$ cat config.mk
export PLATFORM = sky130hd
export DESIGN_NAME = rng_alarm_ctrl
export DESIGN_NICKNAME = d
export VERILOG_FILES = /design/src/rtl/rng_ctl_pkg.sv /design/src/rtl/rng_refill.sv /design/src/rtl/rng_alarm.sv /design/src/rtl/rng_status.sv /design/src/rtl/rng_alarm_ctrl.sv
export SDC_FILE = /design/constraint.sdc
export NUM_CORES = 1
export LEC_CHECK = 0
export BUFFER_PORTS_ARGS = -buffer_cell sky130_fd_sc_hd__buf_2
export CAP_MARGIN = 15
export CORE_UTILIZATION = 50
export CTS_CLUSTER_DIAMETER = 200
export DETAILED_ROUTE_END_ITERATION = 7
export GPL_TIMING_DRIVEN = 0
export PLACE_DENSITY = 0.86
export SLEW_MARGIN = 20
export SYNTH_ARGS = -nofsm -noshare
export SYNTH_HDL_FRONTEND = slang
export SYNTH_SLANG_ARGS = --single-unit
$ cat constraint.sdc
create_clock -name clk -period 6.1 [get_ports clk]
set_input_delay 0.305 -clock clk [delete_from_list [all_inputs] [get_ports clk]]
set_output_delay 0.305 -clock clk [all_outputs]
set_load 0.005 [all_outputs]
$ cat src/rtl/rng_ctl_pkg.sv
package rng_ctl_pkg;
  localparam logic [7:0] OFS_CTRL = 8'h20;
  localparam logic [7:0] OFS_CFG  = 8'h24;
  localparam logic [7:0] OFS_STAT = 8'h28;
  localparam logic [7:0] OFS_THR  = 8'h2C;
  localparam logic [7:0] OFS_ARM  = 8'h30;
  localparam logic [7:0] OFS_STOP = 8'h34;

  localparam int N_FAIL     = 6;
  localparam int ST_W       = N_FAIL + 2;
  localparam int CTL_EN_BIT = 10;
  localparam int MIN_W      = 8;
  localparam int MAX_W      = 16;
  localparam int MAX_LSB    = 16;
  localparam int TH_W       = 8;

  typedef struct packed {
    logic              en;
    logic [ST_W-1:1]   ie;
  } ctrl_t;
endpackage

$ cat src/rtl/rng_refill.sv
module rng_refill #(
  parameter int DATA_W   = 128,
  parameter int MIN_W    = 8,
  parameter int MAX_W    = 16,
  parameter int SCALE_SH = 6
) (
  input  logic              clk,
  input  logic              rst_n,
  input  logic              enable,
  input  logic              ack,
  input  logic [MIN_W-1:0]  min_cyc,
  input  logic [MAX_W-1:0]  max_cyc,
  input  logic              src_valid,
  input  logic [DATA_W-1:0] src_data,
  output logic              ready,
  output logic              take,
  output logic [DATA_W-1:0] data
);
  localparam int CNT_W = MAX_W + SCALE_SH;

  logic [CNT_W-1:0]  cnt_q, cnt_d, limit;
  logic              rdy_q, rdy_d, at_min;
  logic [DATA_W-1:0] dat_q;

  assign limit  = (max_cyc == '0) ? '1 : {max_cyc, {SCALE_SH{1'b0}}};
  assign at_min = cnt_q >= CNT_W'(min_cyc);

  always_comb begin
    rdy_d = rdy_q;
    cnt_d = cnt_q;
    take  = 1'b0;
    if (rdy_q) begin
      cnt_d = '0;
      if (ack) rdy_d = 1'b0;
    end else if (enable) begin
      if (src_valid && at_min) begin
        take  = 1'b1;
        rdy_d = 1'b1;
        cnt_d = '0;
      end else if (!at_min || cnt_q < limit) begin
        cnt_d = cnt_q + 1'b1;
      end
    end else begin
      cnt_d = '0;
    end
  end

  always_ff @(posedge clk or negedge rst_n) begin
    if (!rst_n) begin
      rdy_q <= 1'b0;
      cnt_q <= '0;
    end else begin
      rdy_q <= rdy_d;
      cnt_q <= cnt_d;
    end
  end

  always_ff @(posedge clk or negedge rst_n) begin
    if (!rst_n)    dat_q <= '0;
    else if (take) dat_q <= src_data;
  end

  assign ready = rdy_q;
  assign data  = dat_q;
endmodule

$ cat src/rtl/rng_alarm.sv
module rng_alarm #(
  parameter int N_OSC = 8,
  parameter int TH_W  = 8
) (
  input  logic             clk,
  input  logic             rst_n,
  input  logic             fail_any,
  input  logic [TH_W-1:0]  thresh,
  input  logic             rearm,
  output logic [N_OSC-1:0] stopped,
  output logic             ovf_set
);
  logic [TH_W-1:0]  cnt_q, cnt_d;
  logic [N_OSC-1:0] stop_q, stop_d;
  logic [TH_W:0]    cnt_next;
  logic             hit;

  assign cnt_next = {1'b0, cnt_q} + 1'b1;
  assign hit      = fail_any && (cnt_next >= {1'b0, thresh});

  always_comb begin
    cnt_d   = cnt_q;
    stop_d  = stop_q;
    ovf_set = 1'b0;
    if (rearm) begin
      cnt_d  = '0;
      stop_d = '0;
    end else if (hit) begin
      cnt_d = '0;
      if (stop_q == '0) begin
        stop_d = N_OSC'(1);
      end else begin
        stop_d  = '1;
        ovf_set = 1'b1;
      end
    end else if (fail_any) begin
      cnt_d = cnt_next[TH_W-1:0];
    end
  end

  always_ff @(posedge clk or negedge rst_n) begin
    if (!rst_n) begin
      cnt_q  <= '0;
      stop_q <= '0;
    end else begin
      cnt_q  <= cnt_d;
      stop_q <= stop_d;
    end
  end

  assign stopped = stop_q;
endmodule

$ cat src/rtl/rng_status.sv
module rng_status #(
  parameter int N_FAIL = 6,
  localparam int ST_W  = N_FAIL + 2
) (
  input  logic            clk,
  input  logic            rst_n,
  input  logic [N_FAIL-1:0] fail_in,
  input  logic            ovf_set,
  input  logic            ready,
  input  logic            clr_wr,
  input  logic [ST_W-1:0] clr_mask,
  input  logic [ST_W-1:1] irq_en,
  output logic [ST_W-1:0] status,
  output logic            irq
);
  logic [ST_W-1:1] set_vec;
  logic [ST_W-1:1] st_q;

  assign set_vec = {fail_in, ovf_set};

  for (genvar b = 1; b < ST_W; b++) begin : g_bit
    logic bit_d;
    always_comb begin
      bit_d = st_q[b];
      if (clr_wr && clr_mask[b]) bit_d = 1'b0;
      if (set_vec[b])            bit_d = 1'b1;
    end
    always_ff @(posedge clk or negedge rst_n) begin
      if (!rst_n) st_q[b] <= 1'b0;
      else        st_q[b] <= bit_d;
    end
  end

  logic unused_clr0;
  assign unused_clr0 = clr_mask[0];

  assign status = {st_q, ready};
  assign irq    = |(st_q & irq_en);
endmodule

$ cat src/rtl/rng_alarm_ctrl.sv
module rng_alarm_ctrl
  import rng_ctl_pkg::*;
#(
  parameter int DATA_W   = 128,
  parameter int N_OSC    = 8,
  parameter int SCALE_SH = 6
) (
  input  logic              clk,
  input  logic              rst_n,
  input  logic              reg_wr,
  input  logic [7:0]        reg_addr,
  input  logic [31:0]       reg_wdata,
  output logic [31:0]       reg_rdata,
  input  logic [N_FAIL-1:0] fail_in,
  input  logic              src_valid,
  input  logic [DATA_W-1:0] src_data,
  output logic              src_take,
  output logic [N_OSC-1:0]  osc_en,
  output logic              irq
);
  localparam int N_WORDS = DATA_W / 32;

  // reset: asynchronous assert, synchronous release
  logic rst_meta, rst_sync_n;
  always_ff @(posedge clk or negedge rst_n) begin
    if (!rst_n) begin
      rst_meta   <= 1'b0;
      rst_sync_n <= 1'b0;
    end else begin
      rst_meta   <= 1'b1;
      rst_sync_n <= rst_meta;
    end
  end

  // write decode
  logic wr_ctrl, wr_cfg, wr_stat, wr_thr, wr_arm;
  assign wr_ctrl = reg_wr && (reg_addr == OFS_CTRL);
  assign wr_cfg  = reg_wr && (reg_addr == OFS_CFG);
  assign wr_stat = reg_wr && (reg_addr == OFS_STAT);
  assign wr_thr  = reg_wr && (reg_addr == OFS_THR);
  assign wr_arm  = reg_wr && (reg_addr == OFS_ARM);

  // software registers
  ctrl_t             ctrl_q, ctrl_d;
  logic [MIN_W-1:0]  min_q, min_d;
  logic [MAX_W-1:0]  max_q, max_d;
  logic [TH_W-1:0]   thr_q, thr_d;

  always_comb begin
    ctrl_d = ctrl_q;
    min_d  = min_q;
    max_d  = max_q;
    thr_d  = thr_q;
    if (wr_ctrl) begin
      ctrl_d.en = reg_wdata[CTL_EN_BIT];
      ctrl_d.ie = reg_wdata[ST_W-1:1];
    end
    if (wr_cfg) begin
      min_d = reg_wdata[MIN_W-1:0];
      max_d = reg_wdata[MAX_LSB +: MAX_W];
    end
    if (wr_thr) thr_d = reg_wdata[TH_W-1:0];
  end

  always_ff @(posedge clk or negedge rst_sync_n) begin
    if (!rst_sync_n) begin
      ctrl_q <= '0;
      min_q  <= '0;
      max_q  <= '0;
      thr_q  <= '1;
    end else begin
      ctrl_q <= ctrl_d;
      min_q  <= min_d;
      max_q  <= max_d;
      thr_q  <= thr_d;
    end
  end

  logic unused_wbits;
  assign unused_wbits = ^{reg_wdata[15:11], reg_wdata[9:8]};

  // refill handshake
  logic              ready, ack;
  logic [DATA_W-1:0] rnd_q;
  assign ack = wr_stat && reg_wdata[0];

  rng_refill #(
    .DATA_W  (DATA_W),
    .MIN_W   (MIN_W),
    .MAX_W   (MAX_W),
    .SCALE_SH(SCALE_SH)
  ) i_refill (
    .clk      (clk),
    .rst_n    (rst_sync_n),
    .enable   (ctrl_q.en),
    .ack      (ack),
    .min_cyc  (min_q),
    .max_cyc  (max_q),
    .src_valid(src_valid),
    .src_data (src_data),
    .ready    (ready),
    .take     (src_take),
    .data     (rnd_q)
  );

  // alarm / oscillator bookkeeping
  logic [N_OSC-1:0] stopped;
  logic             ovf_set, rearm;
  assign rearm = wr_arm && (reg_wdata[N_OSC-1:0] == '1);

  rng_alarm #(
    .N_OSC(N_OSC),
    .TH_W (TH_W)
  ) i_alarm (
    .clk     (clk),
    .rst_n   (rst_sync_n),
    .fail_any(|fail_in),
    .thresh  (thr_q),
    .rearm   (rearm),
    .stopped (stopped),
    .ovf_set (ovf_set)
  );

  assign osc_en = ~stopped;

  // status and interrupt
  logic [ST_W-1:0] status;

  rng_status #(
    .N_FAIL(N_FAIL)
  ) i_status (
    .clk     (clk),
    .rst_n   (rst_sync_n),
    .fail_in (fail_in),
    .ovf_set (ovf_set),
    .ready   (ready),
    .clr_wr  (wr_stat),
    .clr_mask(reg_wdata[ST_W-1:0]),
    .irq_en  (ctrl_q.ie),
    .status  (status),
    .irq     (irq)
  );

  // read path
  logic [31:0] word [N_WORDS];
  for (genvar w = 0; w < N_WORDS; w++) begin : g_word
    assign word[w] = rnd_q[32*w +: 32];
  end

  always_comb begin
    reg_rdata = '0;
    for (int w = 0; w < N_WORDS; w++) begin
      if (reg_addr == 8'(4 * w)) reg_rdata = word[w];
    end
    case (reg_addr)
      OFS_CTRL: begin
        reg_rdata[CTL_EN_BIT] = ctrl_q.en;
        reg_rdata[ST_W-1:1]   = ctrl_q.ie;
      end
      OFS_CFG: begin
        reg_rdata[MIN_W-1:0]        = min_q;
        reg_rdata[MAX_LSB +: MAX_W] = max_q;
      end
      OFS_STAT: reg_rdata[ST_W-1:0]  = status;
      OFS_THR:  reg_rdata[TH_W-1:0]  = thr_q;
      OFS_ARM:  reg_rdata[N_OSC-1:0] = osc_en;
      OFS_STOP: reg_rdata[N_OSC-1:0] = stopped;
      default: ;
    endcase
  end
endmodule

# == After elaboration in Yosys (flattened, before gate mapping) ==
# Index checks and enable logic that the tools add are counted.
# word_totals
out_inout_bits,42
ramBits,0
memories,0
latchBits,0
word_cells,110
ff_bits,216
inputBits,178
romBits,0
# classes
n_div,0
n_eq_ne,11
n_reduce_logical,32
add_sub_neg,2
n_bitwise,2
shifts,0
muxes,41
multipliers,0
magnitude_cmp,3
# ops
cell,n
32-bit two-way mux,4
22-bit two-way mux,5
"8-bit by 6-bit == test with 1-bit output, second input constant",6
8-bit two-way mux,6
7-bit case mux with 6 select lines,1
1-bit two-way mux,23
"22-bit by 1-bit adder with 22-bit output, second input constant",1
22-bit by 8-bit >= comparator with 1-bit output,1
22-bit < comparator,1
"8-bit by 4-bit == test with 1-bit output, second input constant",2
1-bit logical AND,16
16-bit zero test,1
8-bit zero test,2
16-bit two-way mux,1
2-bit nonzero test,8
"8-bit by 1-bit adder with 9-bit output, second input constant",1
9-bit by 8-bit >= comparator with 1-bit output,1
"8-bit by 3-bit == test with 1-bit output, second input constant",1
"8-bit == test, second input constant",1
8-bit inverter,1
7-bit bitwise AND,1
7-bit OR reduction,1
6-bit OR reduction,1
1-bit case mux with 5 select lines,1
4 further kinds,4

# == Depth between registers and ports, before layout ==
# Gate-level depths: netlist of the first run.
# depth
depth_word,8
mapped_depth,15
mapped_depth_nobuf,11

# == Hierarchy ==
# Synthesis of the first run repeated with hierarchy kept, for this count alone.
# hier_totals
hier_cells,1263
area_unflattened_um2,11403.4
# by_module_without_submodules
module,area_each_um2,n_inst,cells_each,seq_area_each_um2
rng_refill,6797.8,1,783,3778.6
rng_alarm_ctrl,3457.1,1,359,1061.0
rng_alarm,855.8,1,95,250.2
rng_status,292.8,1,26,175.2

# == Worst setup path after synthesis of the first run ==
# Ideal clock, no wire load.
# synth_path
path_type,register to register
startpoint,register max_q[6]
endpoint,register i_refill.cnt_q[12]
stages_incl_launch_ff,15
t_required_ns,6.024
path_buffers,3
slack_ns,2.834
setup_ns,0.076
arrival_ns,3.190
period_less_slack_ns,3.266
path_cell_list,dfrtp_1 -> nor4_1 -> and4_1 -> buf_6 -> clkbuf_1 -> nor2_1 -> ha_1 -> a21oi_1 -> o21ai_1 -> o2bb2ai_1 -> a2111oi_2 -> a2111oi_4 -> buf_2 -> or4_1 -> o21ai_1
# synth_via
elab_chain_len,5
# synth_rtl
item,line,rtl
start: declaration,rng_alarm_ctrl.sv:46,"logic [MAX_W-1:0] max_q, max_d;"
start signal: assignment,rng_alarm_ctrl.sv:74,max_q <= max_d;
16-bit zero test,rng_refill.sv:25,"assign limit = (max_cyc == '0) ? '1 : {max_cyc, {SCALE_SH{1'b0}}};"
22-bit two-way mux *,rng_refill.sv:25,
22-bit < comparator *,rng_refill.sv:40,end else if (!at_min || cnt_q < limit) begin
1-bit logical OR *,rng_refill.sv:40,
4-bit by 1-bit inequality test with 1-bit output (no source line) *,n/a,
end signal: assignment,rng_refill.sv:54,cnt_q <= cnt_d;
end: declaration,rng_refill.sv:21,"logic [CNT_W-1:0] cnt_q, cnt_d, limit;"
# Every way passes the cells marked *; elsewhere a longest branch is shown, timed or not.
# A chain may end at the register's enable or synchronous reset.

# == Final worst setup path of the first run ==
# layout_path
startpoint,register max_q[3]
endpoint,register i_refill.cnt_q[11]
# The elaborated chain is that of the path after synthesis.

==> impl_metrics.json, run 1 <==
{
  "ys_seq_elements": 210,
  "fin_crit_ns": 4.031,
  "mostFrequentLayoutCells": "buf_2, dfrtp_1, mux2_2",
  "antenna_found_initial": 5,
  "cts_tree": "done",
  "die_w_um": 148.4,
  "maxSlewViolCount": 0,
  "min_path_cells": 2,
  "hold_class": "in2reg",
  "clk_latency_ns": 0.51,
  "fp-row-count": 53,
  "clockBufferDepth": 3,
  "cp_max_fo": 10,
  "io_buffers": 212,
  "die_y_um": 148.4,
  "yosysSeqAreaShare_pct": 49.16,
  "synthFlopType": "dfrtp_1",
  "relSlewSlack_pct": 45.89,
  "synth_area_mm2": 0.01071,
  "maxCapViolations": 0,
  "synth_cell_type_count": 57,
  "critPathTopFamily": "compound AO/OA/AOI/OAI gates",
  "yosysWarnings": 0,
  "die-area_mm2": 0.02201,
  "syn_avg_cell_area_um2": 11.42,
  "critPathBufInv": 3,
  "post-cts-setup-buffers": 0,
  "whs_ns": 0.01071,
  "grt_max_degree": 56,
  "via_count": 8948,
  "ioPinCount": 220,
  "clk_pin_slew_worst_paths_ns": 0.06,
  "arrival_ns": 4.40,
  "root_buffer": "clkbuf_16",
  "synthArstFlopShare_pct": 100.0,
  "worstRegToRegCells": 14,
  "cpMostUsedCell": "nor2_1",
  "drt-vias-per-instance": 6.042,
  "syn_nets": 1155,
  "crit_type": "reg2reg",
  "slowest_delay_ns": 0.54,
  "place_inst": 1428,
  "htree_levels": 1,
  "drc_errors": 0,
  "cts-buffers-inserted": 23,
  "finalNonFillerCells": 1481,
  "dr.pass1.iters": 7,
  "setup_viol": 0,
  "tns_ns": 0,
  "drive_gt1_share_pct": 40.17,
  "fmax_ghz": 0.2481,
  "area_growth_pct": 21.96,
  "leakage_nw": 6.350,
  "timing.reg2reg.setup_slack_ns": 2.07,
  "grt-ovfl-total": 0,
  "tightestPinTransition_ns": 0.8117,
  "clock_skew_ns": 0.02399,
  "final_common_cell": "buf_2",
  "worst_setup_path_end_kind": "flip-flop",
  "cp-start-kind": "flip-flop",
  "drt-total-wl_mm": 32.07,
  "rsz0062_at_grt": "no",
  "coreArea_mm2": 0.02102,
  "wl_per_cell_um": 21.66,
  "layout.nets": 1401,
  "grt_first_pass_wirelength_mm": 49.00,
  "status": "completed",
  "fillCellCount": 1655,
  "powerDensity_mw_per_mm2": 317.6,
  "ant_nets": 0,
  "peakVddDrop_v": 0.0002227,
  "place_hpwl_mm": 23.19,
  "hold_viol": 0,
  "slowest_stage": "a2111oi_2",
  "first_global_vias": 8995,
  "required_ns": 6.47,
  "fin_crit_sh_pct": 66.09,
  "track_usage_pct": 28.99,
  "cts.sink_count": 210,
  "syn-instance-count": 938,
  "start_util_pct": 50.95,
  "crit_chain": "nor4_1, and4_1, buf_6, clkbuf_1, nor2_1, ha_1, nand4_1, nor2_1, o2bb2ai_1, a2111oi_2, a2111oi_4, buf_2, nand2b_1, o41ai_1",
  "gp_congestion": 0.9111,
  "drtIter0Drc": 702,
  "cp.depth": 14,
  "synth_edf_count": 0
}
synthesized netlist by cell type (all sizes together), types with 3 or more instances:
library cell | number | area [um2]
nand2b | 6 | 37.54
xnor2 | 6 | 52.55
o21ai | 53 | 269.0
o21bai | 5 | 37.54
inv | 26 | 97.59
a22oi | 30 | 225.2
and3 | 3 | 18.77
a22o | 3 | 26.28
mux2i | 13 | 130.1
nor2b | 4 | 25.02
nand3 | 16 | 80.08
or4 | 6 | 45.04
clkbuf | 19 | 71.32
mux2 | 181 | 2038
a21o | 14 | 105.1
nand4 | 16 | 106.4
nand2 | 68 | 255.2
o31ai | 4 | 30.03
a21oi | 47 | 235.2
dfstp | 8 | 210.2
a221oi | 14 | 122.6
a32o | 7 | 70.07
nor4 | 10 | 62.56
or3 | 13 | 81.33
nor2 | 48 | 180.2
dfrtp | 202 | 5055
a2111oi | 3 | 57.56
buf | 34 | 198.9
a222oi | 3 | 30.03
nor3 | 4 | 20.02
and2 | 5 | 31.28
a31oi | 8 | 50.05
and4 | 3 | 26.28
ha | 39 | 488.0
repair_timing:
item                                   in CTS  in global routing
endpoints found under the hold margin       7                  0
gates resized for setup                     0                  0
hold buffers                                6                  0
metrics by stage:
step                util (%)  total power [mW]  worst slack (ns)  area, um2
CTS                    62.07             4.153             2.114      13050
global route           62.13             4.323             1.818      13060
detailed placement     58.04             2.695             2.140      12200
floorplan                  -             2.415             2.651      10710
finish                 62.14             4.148             2.069      13060
global placement       57.64             2.621             1.391      12120
kinds of logic (layout without fill, tap and decap cells):
logic type	count (synthesis)	after routing	share of synthesized area, %
flip-flops	210	210	49.16
AND/OR/NAND/NOR	207	207	9.428
AO/OA/AOI/OAI	201	201	12.57
multiplexers	194	194	20.25
buffers and inverters	79	341	3.434
adder cells (fa/ha/maj)	39	39	4.556
XOR/XNOR	7	7	0.5724
other	1	7	0.03501
final cells by class:
type                    instances  area, um2  share of cell area, %
clock inverters                10      130.1                 0.9962
multi-input cells             649       5077                  38.87
diodes                          6      15.01                 0.1149
plain buffers                  53      270.3                  2.069
flip-flops and latches        210       5269                  40.34
clock buffers                  31      655.6                  5.019
well taps                     275      344.1                  2.634
repair buffers                221       1204                  9.215
inverters                      26      97.59                 0.7471
state kept, by name, indices dropped and copies added, names as in the netlist:
register / flops
i_refill.cnt_q: 22
min_q: 8
ctrl_q: 8
i_alarm.stopped: 2
thr_q: 8
i_status.status: 7
i_alarm.cnt_q: 8
i_refill.data: 128
max_q: 16
rst_sync_n: 1
i_refill.ready: 1
rst_meta: 1
worst paths after layout:
kind	endpoint	start
max	i_refill.cnt_q[11]	max_q[3]
min	i_status.status[3]	fail_in[1]
max reg2reg	i_refill.cnt_q[11]	max_q[3]
min reg2reg	rst_sync_n	rst_meta
max in group asynchronous	thr_q[0]	rst_sync_n
min in group asynchronous	rst_sync_n	rst_n
report_power, final:
| part | switching [mW] | internal (mW) |
|---|---|---|
| clock | 0.575 | 0.879 |
| sequential | 0.193 | 1.68 |
| combinational | 0.359 | 0.458 |
| total | 1.13 | 3.02 |
layer usage:
| metal | share of wire, % | global-route usage, % |
|---|---|---|
| met1 | 40 | 37.07 |
| met2 | 48 | 48.47 |
| met3 | 8.2 | 5.123 |
| met4 | 4.4 | 12.32 |
| met5 | 0 | 0 |
worst reg2reg max path, stage by stage, from the launching register on:
cell	delay, ns
dfrtp_1	0.44
nor4_1	0.35
and4_1	0.25
buf_6	0.14
clkbuf_1	0.40
nor2_1	0.11
ha_1	0.31
nand4_1	0.18
nor2_1	0.06
o2bb2ai_1	0.14
a2111oi_2	0.54
a2111oi_4	0.19
buf_2	0.22
nand2b_1	0.21
o41ai_1	0.35
(Power assumes the default switching activity.)
==> inputs of run 2 (changes only) <==
==> constraint.sdc (replaced) <==
create_clock -name clk -period 3.29 [get_ports clk]
set_input_delay 0.1645 -clock clk [delete_from_list [all_inputs] [get_ports clk]]
set_output_delay 0.1645 -clock clk [all_outputs]
set_load 0.005 [all_outputs]
==> run 2 against run 1 <==
Against the previous run:
- largest cell class is now multi-input gates
- sequential power increased by 88%
- highest routed layer unchanged
- critical endpoint is now i_refill.cnt_q[12]
- fmax increased by 13%
- critical path type unchanged
- the run now ends with negative setup slack left
- register-to-register slack lost 2.3 ns
- count of clock-buffer cells in the layout did not move
==> impl_metrics.json, run 2 (same netlist as run 1, synthesis figures left out) <==
{
  "status": "finished with violations",
  "failed_checks": "negative setup slack",
  "drc_errors": 0,
  "die_y_um": 148.4,
  "largest_reg_flops": 128,
  "rsz0062_at_grt": "yes",
  "clockBufferDepth": 3,
  "drive_gt1_share_pct": 40.10,
  "min_to": "i_alarm.stopped[0]",
  "dr.pass1.iters": 6,
  "maxCapViolations": 0,
  "first_global_vias": 10970,
  "clk_latency_ns": 0.52,
  "tightestPinTransition_ns": 0.9194,
  "whs_ns": 0.09406,
  "cp-start-kind": "flip-flop",
  "r2r_start": "max_q[3]",
  "maxSlewViolCount": 0,
  "clock_skew_ns": 0.01960,
  "cts.sink_count": 210,
  "fmax_ghz": 0.2813,
  "arrival_ns": 3.98,
  "area_growth_pct": 42.06,
  "root_buffer": "clkbuf_16",
  "reg2reg_to": "i_refill.cnt_q[12]",
  "setup_viol": 22,
  "drt-total-wl_mm": 39.97,
  "place_hpwl_mm": 23.29,
  "multi_input_area_mm2": 0.005459,
  "grt_max_degree": 50,
  "relSlewSlack_pct": 38.71,
  "fp-row-count": 53,
  "antenna_found_initial": 5,
  "fin_crit_ns": 3.555,
  "setup_slack_ns": -0.2651,
  "via_count": 10290,
  "start_util_pct": 50.95,
  "powerDensity_mw_per_mm2": 529.0,
  "grt_first_pass_wirelength_mm": 59.91,
  "worst_setup_path_end_kind": "flip-flop",
  "hold_class": "in2reg",
  "place_inst": 1429,
  "worstRegToRegCells": 16,
  "layout.nets": 1582,
  "fin_area_mm2": 0.01521,
  "grt-ovfl-total": 0,
  "peakVddDrop_v": 0.0005908,
  "track_usage_pct": 36.15,
  "io_buffers": 212,
  "fillCellCount": 1292,
  "cp_max_fo": 7,
  "clk_pin_slew_worst_paths_ns": 0.06,
  "dpl_cell_area_mm2": 0.01221,
  "mostFrequentLayoutCells": "buf_2, dfrtp_1, mux2_2",
  "ant_nets": 0,
  "crit_type": "reg2reg",
  "htree_levels": 1,
  "min_path_cells": 3,
  "tns_ns": -5.000,
  "required_ns": 3.71,
  "gp_congestion": 0.9461,
  "wl_per_cell_um": 24.10,
  "die-area_mm2": 0.02201,
  "finalNonFillerCells": 1659,
  "seq_area_mm2": 0.005274,
  "hold_viol": 0,
  "fin_crit_sh_pct": 108.1,
  "leakage_nw": 7.159,
  "ioPinCount": 220,
  "coreArea_mm2": 0.02102,
  "timing.reg2reg.setup_slack_ns": -0.27,
  "final_common_cell": "buf_2",
  "postLayoutCoreUtil_pct": 72.38,
  "die_w_um": 148.4,
  "drt-vias-per-instance": 6.204,
  "cts_tree": "done",
  "cts-buffers-inserted": 23,
  "worstHoldStart": "reg_addr[5]",
  "drtIter0Drc": 999
}
[run 2: cell types whose count changed in the layout (fill, tap and decap cells not counted), sizes merged]
cell         before  now
dlygate4sd3       6  164
buf             249  272
bufinv            3    1
diode             6    5
[run 2: how the worst max path moves through the flow]
stage / startpoint / cells past startpoint / end
floorplan: max_q[6] / 14 / i_refill.cnt_q[16]
global placement: max_q[3] / 13 / i_refill.cnt_q[0]
detailed placement: max_q[3] / 13 / i_refill.cnt_q[0]
CTS: max_q[0] / 14 / i_refill.cnt_q[9]
global route: max_q[3] / 16 / i_refill.cnt_q[20]
finish: max_q[3] / 16 / i_refill.cnt_q[12]
[run 2: repair_timing]
| action | 4_1_cts | 5_1_grt |
|---|---|---|
| pin swaps | 38 | 16 |
| endpoints found under the setup margin | 22 | 24 |
| hold buffers | 164 | 0 |
| setup buffers | 16 | 3 |
| cloned | 3 | 0 |
| resized for setup | 51 | 38 |
| hold endpoints to repair | 170 | 0 |
[run 2: final cells by class]
type / count / share of cell area (%)
antenna: 5 / 0.08224
buffer: 53 / 2.023
clock buffer: 31 / 4.178
clock inverter: 8 / 0.4605
inverter: 26 / 0.6414
multi-input combinational: 649 / 35.88
sequential: 210 / 34.66
tap: 275 / 2.262
timing repair buffer: 402 / 19.81
[run 2: report_power, final]
part / internal (mW) / switching [mW] / total [mW]
Combinational: 1.11 / 0.891 / 2.00
Sequential: 3.12 / 0.414 / 3.54
Clock: 1.43 / 1.08 / 2.51
Total: 5.66 / 2.39 / 8.05
[run 2: per-stage QoR]
| stage | setup WS, ns | power (mW) |
|---|---|---|
| 2_1_floorplan | 0.02376 | 4.477 |
| 3_3_place_gp | -0.6109 | 4.864 |
| 3_5_place_dp | -0.6527 | 5.007 |
| 4_1_cts | -0.01393 | 7.795 |
| 5_1_grt | -0.3828 | 8.316 |
| 6_report | -0.2651 | 8.049 |
[run 2: critical path, stage by stage, from the launching register on]
cell,delay (ns)
dfrtp_1,0.42
nor4_2,0.31
and4_1,0.25
buf_6,0.14
buf_6,0.14
nor2_1,0.05
ha_1,0.31
a21oi_2,0.15
o21ai_2,0.08
o2bb2ai_4,0.13
a2111oi_4,0.42
a2111oi_4,0.12
buf_4,0.19
buf_4,0.14
buf_6,0.12
or4_1,0.39
o21ai_1,0.10
[run 2: per-layer routing]
layer  GRT usage, %  vias to the layer above  routed length, um
met4          25.21                        0               2965
li1               -                     4314                  -
met2          61.15                      755              19350
met5              0                        -                  0
met1          40.46                     4979              13960
met3          8.374                      245               3696
